**src/rtl/sched_pkg.sv**
```systemverilog
package sched_pkg;
  function automatic int imax(input int a, input int b);
    return (a > b) ? a : b;
  endfunction

  function automatic int idx_w(input int n);
    return (n < 2) ? 1 : $clog2(n);
  endfunction
endpackage

```
**src/rtl/sched_prio_pick.sv**
```systemverilog
module sched_prio_pick #(
  parameter int N  = 16,
  parameter int IW = 4
) (
  input  logic [N-1:0]  req_i,
  output logic [IW-1:0] idx_o,
  output logic          any_o
);
  always_comb begin
    idx_o = '0;
    any_o = |req_i;
    for (int i = N - 1; i >= 0; i--) begin
      if (req_i[i]) idx_o = IW'(i);
    end
  end
endmodule

```
**src/rtl/sched_tmr_cmp.sv**
```systemverilog
module sched_tmr_cmp #(
  parameter int TW = 16
) (
  input  logic          clk,
  input  logic          rst,
  input  logic [TW-1:0] sys_time_i,
  input  logic          per_we_i,
  input  logic [TW-1:0] per_i,
  output logic          match_o
);
  logic [TW-1:0] period_q;
  logic [TW-1:0] cmp_q;

  assign match_o = (period_q != '0) && (sys_time_i == cmp_q);

  always_ff @(posedge clk) begin
    if (rst) begin
      period_q <= '0;
      cmp_q    <= '0;
    end else if (per_we_i) begin
      period_q <= per_i;
      cmp_q    <= sys_time_i + per_i;
    end else if (match_o) begin
      cmp_q <= cmp_q + period_q;
    end
  end


  reload_step_chk: assert property (@(posedge clk) disable iff (rst)
    (match_o && !per_we_i) |=> (cmp_q == $past(cmp_q + period_q)));
endmodule

```
**src/rtl/sched_wdog.sv**
```systemverilog
module sched_wdog (
  input  logic clk,
  input  logic rst,
  input  logic clr_i,
  input  logic tick_i,
  input  logic beat_i,
  output logic err_o
);
  logic       open_q;
  logic [1:0] cnt_q;
  logic       err_q;

  always_ff @(posedge clk) begin
    if (rst || clr_i) begin
      open_q <= 1'b0;
      cnt_q  <= '0;
      err_q  <= 1'b0;
    end else if (tick_i) begin
      if (open_q && cnt_q != 2'd1) err_q <= 1'b1;
      open_q <= 1'b1;
      cnt_q  <= {1'b0, beat_i};
    end else if (beat_i && cnt_q != 2'd2) begin
      cnt_q <= cnt_q + 2'd1;
    end
  end

  assign err_o = err_q;


  err_sticky_chk: assert property (@(posedge clk) disable iff (rst)
    $fell(err_q) |-> $past(clr_i));


  miss_flag_chk: assert property (@(posedge clk) disable iff (rst)
    (tick_i && open_q && cnt_q == 2'd0 && !clr_i) |=> err_q);
endmodule

```
**src/rtl/hw_task_sched.sv**
```systemverilog
module hw_task_sched import sched_pkg::*; #(
  parameter int                   NUM_TASKS = 16,
  parameter int                   TIMER_W   = 16,
  parameter logic [NUM_TASKS-1:0] TIMER_EN  = 'h0F00,
  localparam int                  IDX_W     = idx_w(NUM_TASKS),
  localparam int                  ADDR_W    = idx_w(NUM_TASKS + 1),
  localparam int                  DATA_W    = imax(TIMER_W, NUM_TASKS)
) (
  input  logic                 clk,
  input  logic                 rst,
  input  logic                 wr_en_i,
  input  logic [ADDR_W-1:0]    wr_addr_i,
  input  logic [DATA_W-1:0]    wr_data_i,
  input  logic [NUM_TASKS-1:0] irq_i,
  input  logic                 sw_act_i,
  input  logic [IDX_W-1:0]     sw_act_idx_i,
  input  logic                 done_i,
  input  logic                 beat_i,
  output logic [IDX_W-1:0]     run_idx_o,
  output logic                 run_valid_o,
  output logic [NUM_TASKS-1:0] wdt_err_o
);
  logic [TIMER_W-1:0]   sys_time_q;
  logic [NUM_TASKS-1:0] irq_prev_q;
  logic [NUM_TASKS-1:0] mask_q, mask_nxt;
  logic [NUM_TASKS-1:0] srr_q, srr_nxt;
  logic [NUM_TASKS-1:0] isr_q;
  logic [NUM_TASKS-1:0] tmr_match;
  logic [NUM_TASKS-1:0] sw_vec, ext_set;
  logic [IDX_W-1:0]     pick_idx;
  logic                 pick_any;
  logic                 mask_we;

  function automatic logic [NUM_TASKS-1:0] above_mask(input logic [IDX_W-1:0] idx);
    return (NUM_TASKS'(1) << idx) - NUM_TASKS'(1);
  endfunction

  assign mask_we  = wr_en_i && (wr_addr_i == ADDR_W'(NUM_TASKS));
  assign mask_nxt = mask_we ? wr_data_i[NUM_TASKS-1:0] : mask_q;
  assign sw_vec   = sw_act_i ? (NUM_TASKS'(1) << sw_act_idx_i) : '0;
  assign ext_set  = ((irq_i & ~irq_prev_q) | sw_vec) & ~TIMER_EN;
  assign srr_nxt  = (srr_q & ~(done_i ? isr_q : '0)) | tmr_match | ext_set;

  genvar gi;
  generate
    for (gi = 0; gi < NUM_TASKS; gi++) begin : g_slot
      if (TIMER_EN[gi]) begin : g_tmr
        logic per_we;
        assign per_we = wr_en_i && (wr_addr_i == ADDR_W'(gi));
        sched_tmr_cmp #(.TW(TIMER_W)) u_cmp (
          .clk        (clk),
          .rst        (rst),
          .sys_time_i (sys_time_q),
          .per_we_i   (per_we),
          .per_i      (wr_data_i[TIMER_W-1:0]),
          .match_o    (tmr_match[gi])
        );
        sched_wdog u_wdog (
          .clk    (clk),
          .rst    (rst),
          .clr_i  (per_we),
          .tick_i (tmr_match[gi]),
          .beat_i (beat_i && isr_q[gi]),
          .err_o  (wdt_err_o[gi])
        );
      end else begin : g_ext
        assign tmr_match[gi] = 1'b0;
        assign wdt_err_o[gi] = 1'b0;
      end
    end
  endgenerate

  sched_prio_pick #(.N(NUM_TASKS), .IW(IDX_W)) u_pick (
    .req_i (srr_nxt & ~mask_nxt),
    .idx_o (pick_idx),
    .any_o (pick_any)
  );

  always_ff @(posedge clk) begin
    if (rst) begin
      sys_time_q  <= '0;
      irq_prev_q  <= '0;
      mask_q      <= '0;
      srr_q       <= '0;
      isr_q       <= '0;
      run_idx_o   <= '0;
      run_valid_o <= 1'b0;
    end else begin
      sys_time_q  <= sys_time_q + TIMER_W'(1);
      irq_prev_q  <= irq_i;
      mask_q      <= mask_nxt;
      srr_q       <= srr_nxt;
      isr_q       <= pick_any ? (NUM_TASKS'(1) << pick_idx) : '0;
      run_idx_o   <= pick_any ? pick_idx : '0;
      run_valid_o <= pick_any;
    end
  end


  prio_top_chk: assert property (@(posedge clk) disable iff (rst)
    run_valid_o |-> ((srr_q & ~mask_q & above_mask(run_idx_o)) == '0));


  mask_block_chk: assert property (@(posedge clk) disable iff (rst)
    run_valid_o |-> (srr_q[run_idx_o] && !mask_q[run_idx_o]));


  idle_zero_chk: assert property (@(posedge clk) disable iff (rst)
    !run_valid_o |-> (run_idx_o == '0 && (srr_q & ~mask_q) == '0));


  isr_single_chk: assert property (@(posedge clk) disable iff (rst)
    $onehot0(isr_q));
endmodule

```
**config.mk**
```make
export PLATFORM = sky130hd
export DESIGN_NAME = hw_task_sched
export DESIGN_NICKNAME = d
export VERILOG_FILES = /design/src/rtl/sched_pkg.sv /design/src/rtl/sched_prio_pick.sv /design/src/rtl/sched_tmr_cmp.sv /design/src/rtl/sched_wdog.sv /design/src/rtl/hw_task_sched.sv
export SDC_FILE = /design/constraint.sdc
export NUM_CORES = 1
export LEC_CHECK = 0
export BUFFER_PORTS_ARGS = -buffer_cell sky130_fd_sc_hd__buf_2
export CORE_MARGIN = 4
export CORE_UTILIZATION = 43
export DETAILED_ROUTE_END_ITERATION = 10
export GPL_TIMING_DRIVEN = 0
export PLACE_DENSITY = 0.61
export SLEW_MARGIN = 10
export SYNTH_ARGS = -nofsm -noshare
export SYNTH_HDL_FRONTEND = slang
export SYNTH_SLANG_ARGS = --single-unit
```
**constraint.sdc**
```tcl
create_clock -name clk -period 3.7 [get_ports clk]
set_clock_uncertainty 0.1 [all_clocks]
set_input_delay 0.185 -clock clk [delete_from_list [all_inputs] [get_ports clk]]
set_output_delay 0.185 -clock clk [all_outputs]
set_load 0.05 [all_outputs]
```
==> impl_metrics.env <==
export IMPL_yosys_top_cells_area="dfxtp_1, ha_1, nand2_1, a21oi_1, xnor2_1"
export IMPL_globalplace_congestion=0.986
export IMPL_htree_levels=1
export IMPL_final_cell_area_um2=15500
export IMPL_setup_worst_path_start="sys_time_q[1]"
export IMPL_clock_sinks=225
export IMPL_ys_seq_area_share_pct=33.4
export IMPL_ys_types=80
export IMPL_slowest_stage="xor2_1"
export IMPL_cp_required_ns=4.04
export IMPL_insertion_delay_ns=0.54
export IMPL_async_flop_share_pct=0
export IMPL_synth_seq_cells=225
export IMPL_gr_usage_all_layers_pct=26.5
export IMPL_muxShareOfSynthArea_pct=2.12
export IMPL_tritoncts="done"
export IMPL_final_max_slew_viol_count=0
export IMPL_r2r_cells=11
export IMPL_synth_cells=1687
export IMPL_ios=68
export IMPL_tns_ns=0
export IMPL_die_h_um=185
export IMPL_io_buffers=47
export IMPL_post_route_util_pct=50.4
export IMPL_synthAdderAreaFrac_pct=8.54
export IMPL_p_leak_nw=6.28
export IMPL_drt_iter0_drc=1333
export IMPL_overflow=0
export IMPL_endpoint_kind="flip-flop"
export IMPL_min_from="rst"
export IMPL_fmax_mhz=279
export IMPL_critical_path_max_fanout=6
export IMPL_cts_setup_buffers=0
export IMPL_areaGrowthSynthToFinish_pct=15.0
export IMPL_slew_headroom_pct=25.6
export IMPL_synth_enable_flop_cells=0
export IMPL_startpoint_type="flip-flop"
export IMPL_hp_class="input pin to flip-flop"
export IMPL_rows=64
export IMPL_hold_viol=0
export IMPL_clockBufferDepth=3
export IMPL_ant_nets=0
export IMPL_ys_flop_type="dfxtp_1"
export IMPL_ir_drop_mv=0.368
export IMPL_final_common_cell="nand2_1"
export IMPL_most_common_layout_cells="nand2_1, dfxtp_1, a21oi_1"
export IMPL_finalCritPeriodShare_pct=96.9
export IMPL_dp_hpwl_mm=34.1
export IMPL_worst_pin_slew_ns=1.11
export IMPL_vias=12800
export IMPL_grt_pass1_vias=12000
export IMPL_hold_path_depth=3
export IMPL_die_w_um=185
export IMPL_rrSetupSlack_ns=0.12
export IMPL_dr_pass1_iters=5
export IMPL_p_per_area_nw_per_um2=393
export IMPL_hold_slack_ns=0.0405
export IMPL_holdPathEnd="run_idx_o[2]"
export IMPL_n_antenna_cell=0
export IMPL_synth_top_family_by_area="simple AND/OR/NAND/NOR gates"
export IMPL_synth_xor_area_share_pct=8.57
export IMPL_synth_area_per_cell_um2=7.99
export IMPL_core_area_um2=30700
export IMPL_fin_cells=2217
export IMPL_grt_max_degree=14
export IMPL_drc=0
export IMPL_drv_cap=0
export IMPL_synthSimpleGateAreaFrac_pct=23.3
export IMPL_synth_compound_area_share_pct=18.9
export IMPL_grt_pass1_wl_mm=70.0
export IMPL_fill_cells=3041
export IMPL_viasPerCell=5.78
export IMPL_rsz0062_at_grt="false"
export IMPL_placed_cells=2141
export IMPL_setup_viol=0
export IMPL_timing_rr_start="sys_time_q[1]"
export IMPL_worstPathArrival_ns=3.93
export IMPL_synth_area_um2=13500
export IMPL_cts_made_buffers=26
export IMPL_fin_crit_ns=3.58
export IMPL_yosysWarningCount=0
export IMPL_cts_root_buf="clkbuf_16"
export IMPL_worst_setup_path_type="flip-flop to flip-flop"
export IMPL_start_util_pct=43.9
export IMPL_status="completed"
export IMPL_yosysTopAreaCell="dfxtp_1"
export IMPL_antenna_found_initial=2
export IMPL_num_nets_final=1937
export IMPL_routed_wirelength_mm=46.7
export IMPL_place_area_um2=14300
export IMPL_path_cells="buf_1 > inv_1 > fa_1 > nor2b_1 > o31a_1 > o22ai_1 > o21ai_0 > a21o_1 > xor2_1 > nor2_1 > a211oi_1"
export IMPL_yosys_area_top_type_share_pct=33.4
export IMPL_drive_above_1_share_pct=8.18
export IMPL_critPathMaxStageDelay_ns=0.71
export IMPL_path_clk_slew_ns=0.06
export IMPL_r2r_end="g_slot[10].g_tmr.u_cmp.cmp_q[10]"
export IMPL_die_area_um2=34300
export IMPL_wire_per_inst_um=21.1
[routing by layer]
| layer | routed length [um] | vias to the layer above | track usage (%) |
|---|---|---|---|
| li1 | - | 6190 | - |
| met2 | 19900 | 495 | 41.5 |
| met4 | 2040 | 0 | 9.92 |
| met3 | 4290 | 110 | 5.05 |
| met5 | 0 | - | 0 |
| met1 | 20400 | 6009 | 36.5 |
[critical path, delay by kind of cell (launching register included)]
family,cells,cell delay (ns)
compound gates,5,0.92
xor+xnor,1,0.71
buf+inv,2,0.60
fa+ha+maj,1,0.46
flops,1,0.35
simple gates,2,0.34
[cell type report]
| type | count | area [um2] | area share [%] |
|---|---|---|---|
| buffer | 107 | 492 | 3.17 |
| multi-input combinational | 1314 | 8360 | 53.9 |
| timing repair buffer | 75 | 515 | 3.32 |
| sequential | 225 | 4500 | 29.0 |
| clock buffer | 35 | 776 | 5.00 |
| tap | 396 | 495 | 3.20 |
| clock inverter | 13 | 170 | 1.10 |
| inverter | 52 | 195 | 1.26 |
[cell families after synthesis]
family          count (synthesis)
simple gates                  659
compound gates                394
flops                         225
buf+inv                       159
xor+xnor                      132
fa+ha+maj                      89
mux                            28
other cells                     1
[where the power goes]
group	total [mW]	internal (mW)	leakage [nW]	switching (mW)
Sequential	2.52	2.48	1.82	0.0370
Clock	2.81	1.74	0.468	1.07
Combinational	0.760	0.249	3.99	0.511
[worst max-delay path by stage]
stage                                                  end  depth (start not counted)  slack, ns
after floorplan                                   isr_q[7]                         10       1.14
after CTS                                        isr_q[10]                          9       0.07
after global routing      g_slot[10].g_tmr.u_cmp.cmp_q[10]                         11      0.009
after global placement                           isr_q[10]                          9       0.11
after detailed placement                         isr_q[10]                          9       0.09
final                     g_slot[10].g_tmr.u_cmp.cmp_q[10]                         11       0.12
[flip-flops by register name, indices dropped and copies added, names as in the netlist]
signal,cells
g_slot.g_tmr.u_cmp.cmp_q,64
g_slot.g_tmr.u_cmp.period_q,64
g_slot.g_tmr.u_wdog.cnt_q,8
g_slot.g_tmr.u_wdog.err_o,4
g_slot.g_tmr.u_wdog.open_q,4
irq_prev_q,12
isr_q,16
mask_q,16
run_idx_o,4
run_valid_o,1
srr_q,16
sys_time_q,16
[per-stage QoR]
stage / power, mW / worst slack (ns)
4_1_cts: 6.10 / 0.0735
6_report: 6.09 / 0.117
2_1_floorplan: 3.02 / 1.14
3_3_place_gp: 3.27 / 0.107
5_1_grt: 6.28 / 0.00872
3_5_place_dp: 3.28 / 0.0930
[synthesized netlist by cell type (all sizes together), types with 7 or more instances]
| library cell | instances |
|---|---|
| nand2 | 241 |
| dfxtp | 225 |
| a21oi | 152 |
| nor2 | 152 |
| ha | 84 |
| xnor2 | 74 |
| clkbuf | 70 |
| o21ai | 58 |
| xor2 | 58 |
| inv | 52 |
| a211oi | 37 |
| buf | 37 |
| nor3 | 37 |
| nand3 | 36 |
| nor2b | 34 |
| nor4 | 32 |
| mux2i | 27 |
| and3 | 23 |
| nand4 | 20 |
| a31oi | 18 |
| and2 | 18 |
| or3 | 18 |
| a311oi | 17 |
| o21a | 17 |
| a21o | 14 |
| nor3b | 11 |
| a211o | 9 |
| a222oi | 9 |
| nand2b | 9 |
| nand3b | 9 |
| o211ai | 8 |
| o31ai | 7 |
| or2 | 7 |
[timing repair]
| item | 4_1_cts | 5_1_grt |
|---|---|---|
| endpoints found under the hold margin | 85 | 0 |
| endpoints found under the setup margin | 0 | 3 |
| resized for setup | 0 | 5 |
| hold buffers | 28 | 0 |
(Power assumes the default switching activity.)
